## src/rtl/tarb_pkg.sv

```systemverilog
package tarb_pkg;
    typedef enum logic [1:0] {
        OWN_NONE = 2'd0,
        OWN_CORE = 2'd1,
        OWN_BUS  = 2'd2
    } owner_e;
endpackage

```

## src/rtl/tarb_regs.sv

```systemverilog
module tarb_regs #(
    parameter int DATA_W = 32,
    parameter int ADDR_W = 2,
    parameter int CNT_W  = 4,
    parameter int PRIO_W = 2
) (
    input  logic              clk,
    input  logic              rst_n,
    input  logic              we,
    input  logic [ADDR_W-1:0] addr,
    input  logic [DATA_W-1:0] wdata,
    output logic [DATA_W-1:0] rdata,
    output logic [CNT_W-1:0]  core_lim_fld,
    output logic [CNT_W-1:0]  bus_lim_fld,
    output logic [PRIO_W-1:0] core_prio,
    output logic [PRIO_W-1:0] bus_prio,
    output logic              pre_en
);
    localparam int LIM_BITS  = 2 * CNT_W;
    localparam int PRIO_BITS = 2 * PRIO_W;

    typedef struct packed {
        logic [CNT_W-1:0]  core_lim;
        logic [CNT_W-1:0]  bus_lim;
        logic [PRIO_W-1:0] core_prio;
        logic [PRIO_W-1:0] bus_prio;
        logic              pre_en;
    } cfg_t;

    cfg_t cfg_d, cfg_q;
    logic unused_wdata;

    assign unused_wdata = ^wdata[DATA_W-1:LIM_BITS];

    always_comb begin
        cfg_d = cfg_q;
        if (we) begin
            case (addr)
                ADDR_W'(0): begin
                    cfg_d.core_lim = wdata[CNT_W-1:0];
                    cfg_d.bus_lim  = wdata[LIM_BITS-1:CNT_W];
                end
                ADDR_W'(1): begin
                    cfg_d.core_prio = wdata[PRIO_W-1:0];
                    cfg_d.bus_prio  = wdata[PRIO_BITS-1:PRIO_W];
                end
                ADDR_W'(2): cfg_d.pre_en = wdata[0];
                default: ;
            endcase
        end
    end

    always_ff @(posedge clk or negedge rst_n) begin
        if (!rst_n) begin
            cfg_q.core_lim  <= CNT_W'(1);
            cfg_q.bus_lim   <= CNT_W'(1);
            cfg_q.core_prio <= PRIO_W'(1);
            cfg_q.bus_prio  <= PRIO_W'(1);
            cfg_q.pre_en    <= 1'b0;
        end else begin
            cfg_q <= cfg_d;
        end
    end

    always_comb begin
        rdata = '0;
        case (addr)
            ADDR_W'(0): rdata[LIM_BITS-1:0]  = {cfg_q.bus_lim, cfg_q.core_lim};
            ADDR_W'(1): rdata[PRIO_BITS-1:0] = {cfg_q.bus_prio, cfg_q.core_prio};
            ADDR_W'(2): rdata[0]             = cfg_q.pre_en;
            default: ;
        endcase
    end

    assign core_lim_fld = cfg_q.core_lim;
    assign bus_lim_fld  = cfg_q.bus_lim;
    assign core_prio    = cfg_q.core_prio;
    assign bus_prio     = cfg_q.bus_prio;
    assign pre_en       = cfg_q.pre_en;
endmodule

```

## src/rtl/tarb_limit.sv

```systemverilog
module tarb_limit #(
    parameter int CNT_W = 4
) (
    input  logic [CNT_W-1:0] fld,
    output logic [CNT_W:0]   lim
);
    localparam logic [CNT_W:0] FULL = (CNT_W+1)'(1) << CNT_W;

    // a zero field stands for the full power-of-two count
    always_comb begin
        if (fld == '0) lim = FULL;
        else           lim = {1'b0, fld};
    end
endmodule

```

## src/rtl/tarb_pick.sv

```systemverilog
module tarb_pick #(
    parameter int PRIO_W = 2
) (
    input  logic              core_req,
    input  logic              bus_req,
    input  logic [PRIO_W-1:0] core_prio,
    input  logic [PRIO_W-1:0] bus_prio,
    input  logic              last_bus,
    output logic              pick_core,
    output logic              pick_bus
);
    always_comb begin
        pick_core = core_req;
        pick_bus  = bus_req;
        if (core_req && bus_req) begin
            if (core_prio < bus_prio) begin
                pick_bus = 1'b0;
            end else if (bus_prio < core_prio) begin
                pick_core = 1'b0;
            end else if (last_bus) begin
                pick_bus = 1'b0;
            end else begin
                pick_core = 1'b0;
            end
        end
    end
endmodule

```

## src/rtl/tenure_arb.sv

```systemverilog
module tenure_arb
    import tarb_pkg::*;
#(
    parameter int DATA_W = 32,
    parameter int ADDR_W = 2,
    parameter int CNT_W  = 4,
    parameter int PRIO_W = 2
) (
    input  logic              clk,
    input  logic              rst_n,
    input  logic              core_req,
    input  logic              core_done,
    output logic              core_gnt,
    input  logic              bus_req,
    input  logic              bus_done,
    output logic              bus_gnt,
    input  logic              reg_we,
    input  logic [ADDR_W-1:0] reg_addr,
    input  logic [DATA_W-1:0] reg_wdata,
    output logic [DATA_W-1:0] reg_rdata
);
    localparam int NPORT = 2;
    localparam logic [CNT_W:0] ONE = (CNT_W+1)'(1);

    typedef struct packed {
        owner_e         owner;
        logic [CNT_W:0] cnt;
        logic           last_bus;
    } arb_t;

    logic [CNT_W-1:0]  lim_fld [NPORT];
    logic [CNT_W:0]    lim     [NPORT];
    logic [PRIO_W-1:0] core_prio, bus_prio;
    logic              pre_en, pre_act;
    logic              pick_core, pick_bus;
    logic [CNT_W:0]    cnt_inc;
    arb_t              s_d, s_q;

    tarb_regs #(
        .DATA_W(DATA_W), .ADDR_W(ADDR_W), .CNT_W(CNT_W), .PRIO_W(PRIO_W)
    ) i_regs (
        .clk(clk), .rst_n(rst_n), .we(reg_we), .addr(reg_addr),
        .wdata(reg_wdata), .rdata(reg_rdata),
        .core_lim_fld(lim_fld[0]), .bus_lim_fld(lim_fld[1]),
        .core_prio(core_prio), .bus_prio(bus_prio), .pre_en(pre_en)
    );

    for (genvar p = 0; p < NPORT; p++) begin : g_lim
        tarb_limit #(.CNT_W(CNT_W)) i_lim (.fld(lim_fld[p]), .lim(lim[p]));
    end

    tarb_pick #(.PRIO_W(PRIO_W)) i_pick (
        .core_req(core_req), .bus_req(bus_req),
        .core_prio(core_prio), .bus_prio(bus_prio),
        .last_bus(s_q.last_bus),
        .pick_core(pick_core), .pick_bus(pick_bus)
    );

    assign pre_act = pre_en && (core_prio == '0) && (bus_prio != '0);
    assign cnt_inc = s_q.cnt + ONE;

    always_comb begin
        s_d = s_q;
        case (s_q.owner)
            OWN_CORE: begin
                if (!core_req) begin
                    s_d.cnt = '0;
                    if (bus_req) begin
                        s_d.owner    = OWN_BUS;
                        s_d.last_bus = 1'b1;
                    end else begin
                        s_d.owner = OWN_NONE;
                    end
                end else if (core_done) begin
                    if (cnt_inc >= lim[0]) begin
                        s_d.cnt = '0;
                        if (bus_req) begin
                            s_d.owner    = OWN_BUS;
                            s_d.last_bus = 1'b1;
                        end
                    end else begin
                        s_d.cnt = cnt_inc;
                    end
                end
            end
            OWN_BUS: begin
                if (!bus_req) begin
                    s_d.cnt = '0;
                    if (core_req) begin
                        s_d.owner    = OWN_CORE;
                        s_d.last_bus = 1'b0;
                    end else begin
                        s_d.owner = OWN_NONE;
                    end
                end else if (bus_done) begin
                    if (cnt_inc >= lim[1] || (pre_act && core_req)) begin
                        s_d.cnt = '0;
                        if (core_req) begin
                            s_d.owner    = OWN_CORE;
                            s_d.last_bus = 1'b0;
                        end
                    end else begin
                        s_d.cnt = cnt_inc;
                    end
                end
            end
            default: begin
                s_d.cnt = '0;
                if (pick_core) begin
                    s_d.owner    = OWN_CORE;
                    s_d.last_bus = 1'b0;
                end else if (pick_bus) begin
                    s_d.owner    = OWN_BUS;
                    s_d.last_bus = 1'b1;
                end else begin
                    s_d.owner = OWN_NONE;
                end
            end
        endcase
    end

    always_ff @(posedge clk or negedge rst_n) begin
        if (!rst_n) begin
            s_q.owner    <= OWN_NONE;
            s_q.cnt      <= '0;
            s_q.last_bus <= 1'b1;
        end else begin
            s_q <= s_d;
        end
    end

    assign core_gnt = (s_q.owner == OWN_CORE);
    assign bus_gnt  = (s_q.owner == OWN_BUS);
endmodule

```

## config.mk

```make
export PLATFORM = sky130hd
export DESIGN_NAME = tenure_arb
export DESIGN_NICKNAME = d
export VERILOG_FILES = /design/src/rtl/tarb_pkg.sv /design/src/rtl/tarb_regs.sv /design/src/rtl/tarb_limit.sv /design/src/rtl/tarb_pick.sv /design/src/rtl/tenure_arb.sv
export SDC_FILE = /design/constraint.sdc
export NUM_CORES = 1
export LEC_CHECK = 0
export BUFFER_PORTS_ARGS = -buffer_cell sky130_fd_sc_hd__buf_2
export CAP_MARGIN = 20
export CORE_UTILIZATION = 25
export DETAILED_ROUTE_END_ITERATION = 8
export SETUP_SLACK_MARGIN = 0.1
export SYNTH_ARGS = -nofsm -noshare
export SYNTH_HDL_FRONTEND = slang
export SYNTH_SLANG_ARGS = --single-unit
```

## constraint.sdc

```tcl
create_clock -name clk -period 3.6 [get_ports clk]
set_input_delay 0.72 -clock clk [delete_from_list [all_inputs] [get_ports clk]]
set_output_delay 0.72 -clock clk [all_outputs]
set_load 0.005 [all_outputs]
```

==> summary.txt <==
Synth
  • Synthesized area: 1630 µm²
  • Asr flop ratio synth: 100%
  • Sequential area share after synthesis: 32.7%
  • Seq cells post-synth: 21
  • Synth cell types: 41
  • Mapped Cells: 180
  • Most common flop cell mapped by yosys: dfrtp_1
  • Syn Area/Cell: 9.04 µm²
  • Number of synthesized flops with an enable pin: 0
  • Synth warnings: 0

Placed design
  • Input/output buffers: 26
  • Routability cong.: 0.779
  • Dpl cell area: 1730 µm²
  • Final HPWL DP: 2380 µm

Worst setup path
  • CP Buf/Inv Count: 0
  • Reg2Reg Capture Point: s_q[0]$_DFFE_PN1P_
  • Reg2reg start: s_q[1]$_DFFE_PN0P_
  • CP max FO: 6
  • CP endpoint kind: flop
  • Worst path slowest cell: dfrtp_1
  • Critical Path Source Type: flop
  • Cell family with most CP delay: adder cells
  • Critical Path Max Stage Delay: 0.46 ns
  • Worst Path Required: 3.79 ns
  • CP Cell Sequence: ha_1 -> xor2_1 -> ha_1 -> a21oi_1 -> o21ai_0 -> maj3_2 -> a2111oi_4 -> nor3_2 -> o21ai_2 -> mux2_1
  • CP Class: reg -> reg
  • Reg2reg setup slack: 0.76 ns
  • Critical Path AT: 3.02 ns
  • Reg2Reg Depth: 10
  • Critical Path Most Common Cell: ha_1

Clock tree
  • CTS tree: yes
  • Clock root buffer: clkbuf_8
  • Hold_buf cts: 0
  • Clock slew at reported path FFs: 0.08 ns
  • # clock sinks: 21
  • Worst skew pair latency: 0.26 ns
  • H-tree depth: 1
  • Setup bufs post-CTS: 0
  • PostCTS Resize Cnt: 0
  • CTS Buf Count: 3
  • Clock tree buffer depth: 2

Layout
  • Most common cell after layout, fill and taps aside: buf_2
  • Share of layout cells above drive strength 1: 25.4%
  • Most frequent cells in the layout: 26 x buf_2, 24 x conb_1, 19 x nand2_1
  • Final instance area: 1780 µm²
  • Area growth from synthesis to layout: 9.15%
  • Ant. Diodes: 0
  • Nets: 256

STA
  • Worst slew margin: 45.7%
  • Setup violators final: 0
  • Final Cycle Share: 78.8%
  • Fin crit period: 2.84 ns
  • Clock skew: 0.00779 ns
  • Setup TNS: 0 ns
  • Final Hold Vio Count: 0
  • Final Max Tran Viols: 0
  • Max frequency: ~350 MHz
  • Tightest Pin Transition: 0.815 ns
  • RSZ-0062 raised after global routing: no

Global routing
  • Grt ovf: 0
  • GR Util met2: 16.1%
  • Met3 Track Usage GR: less than 1%
  • Vias in the first global route: 1,057
  • First-pass GRT wire length: 4900 µm
  • Most used routing layer: met2
  • Pin count of the biggest net entering global routing: 22
  • Gr usage total: a little under a tenth
  • Antenna violations before repair: 0
  • M1 GR Usage: 12.3%

Min path
  • Tightest Hold Check Type: in -> async

Die
  • Die Y-Extent: 82.7 µm
  • Die W: 82.7 µm
  • Initial Util: 25.8%
  • Num ports: 75
  • Core footprint: around 6300 µm²
  • Die area: roughly 6800 µm²
  • Cell Rows: 29

Routing
  • Drc violations: 2
  • Drt via density: 4.31
  • Routed length per instance: 10.7 µm
  • 1st-pass router iterations: 6
  • Initial detailed-routing violation count: 55
  • Antenna Violating Nets Remaining: 0
  • Final WL: 2980 µm
  • DR vias: 1,199

Status
  • Status: complete, but fails checks
  • Failing checks: design-rule violations

Pwr
  • Leakage: approximately 0.00087 µW
  • Max VDD drop: 205 µV
  • Pwr dens: 515 nW/µm²

Flow run
  • Max-cap violations: 0
worst register-to-register path, stage by stage, from the launching register on:
cell and delay [ns]:
dfrtp_1 0.46, ha_1 0.27, xor2_1 0.23, ha_1 0.29, a21oi_1 0.13, o21ai_0 0.11
maj3_2 0.35, a2111oi_4 0.41, nor3_2 0.11, o21ai_2 0.09, mux2_1 0.32
report_power, final:
part           internal [µW]  switching (µW)
clock                   77.1            79.8
sequential               298            44.1
combinational            188             228
total                    563             352
cell type report:
| class | count | area [µm²] |
|---|---|---|
| Inverter | 15 | 56.3 |
| Tap cell | 77 | 96.3 |
| Clock buffer | 3 | 41.3 |
| Sequential cell | 21 | 532 |
| Timing Repair Buffer | 26 | 130 |
| Fill cell | 692 | 4540 |
| Multi-Input combinational cell | 135 | 915 |
| Clock inverter | 1 | 5.00 |
metal layers:
metal / share of wire (%) / vias up
li1: - / 606
met1: 44 / 554
met2: 51 / 33
met3: 3.4 / 6
met4: 1.5 / 0
met5: 0 / -
cells by family (layout without fill, tap and decap cells):
| family | after synthesis | after routing | synth area share (%) |
|---|---|---|---|
| other | 1 | 24 | 0.231 |
| AO/OA/AOI/OAI | 32 | 32 | 13.8 |
| adder cells (fa/ha/maj) | 15 | 15 | 11.3 |
| flip-flops | 21 | 21 | 32.7 |
| XOR/XNOR | 3 | 3 | 2.08 |
| multiplexers | 14 | 14 | 9.23 |
| buffers and inverters | 47 | 45 | 16.4 |
| AND/OR/NAND/NOR | 47 | 47 | 14.2 |
cells in the mapped netlist, types with 2 or more instances:
cell type	n	area, µm²
o21ai_0	4	20.0
mux2_2	6	67.6
or4_1	2	15.0
mux2i_1	6	60.1
a21oi_1	7	35.0
nor3_1	5	25.0
inv_1	15	56.3
o22ai_1	2	12.5
mux2_1	2	22.5
o21ai_1	9	45.0
and2_1	2	12.5
buf_4	24	180
nor2b_1	4	25.0
clkbuf_1	8	30.0
nor2_1	8	30.0
o21ai_2	2	17.5
ha_1	13	163
nand2_1	19	71.3
dfstp_2	5	131
dfrtp_1	16	400
flip-flops by register name (all words and copies together), names as in the netlist:
name and cells:
i_regs.core_lim_fld 4, i_regs.bus_prio 2, i_regs.core_prio 2, i_regs.pre_en 1, s_q 8, i_regs.bus_lim_fld 4
worst max-delay path by stage:
stage / cells past startpoint / endpoint / startpoint
after floorplan: 10 / s_q[0]$_DFFE_PN1P_ / s_q[1]$_DFFE_PN0P_
after global placement: 10 / s_q[0]$_DFFE_PN1P_ / s_q[1]$_DFFE_PN0P_
after detailed placement: 10 / s_q[0]$_DFFE_PN1P_ / s_q[1]$_DFFE_PN0P_
after CTS: 10 / s_q[0]$_DFFE_PN1P_ / s_q[1]$_DFFE_PN0P_
after global routing: 10 / s_q[0]$_DFFE_PN1P_ / s_q[1]$_DFFE_PN0P_
final: 10 / s_q[0]$_DFFE_PN1P_ / s_q[1]$_DFFE_PN0P_
metrics by stage:
| stage | hold slack [ns] | power [µW] | setup slack [ns] | util, % | cells |
|---|---|---|---|---|---|
| after floorplan | 0.424 | 684 | 0.985 | - | 203 |
| after global routing | 0.459 | 1000 | 0.572 | 28.1 | 278 |
| after detailed placement | 0.503 | 769 | 0.722 | 27.4 | 274 |
| final | 0.407 | 914 | 0.763 | 28.1 | 278 |
| after CTS | 0.429 | 930 | 0.705 | 28.1 | 278 |
| after global placement | 0.494 | 763 | 0.768 | 27.4 | 274 |
No activity file was read; power rests on OpenSTA's default activity.
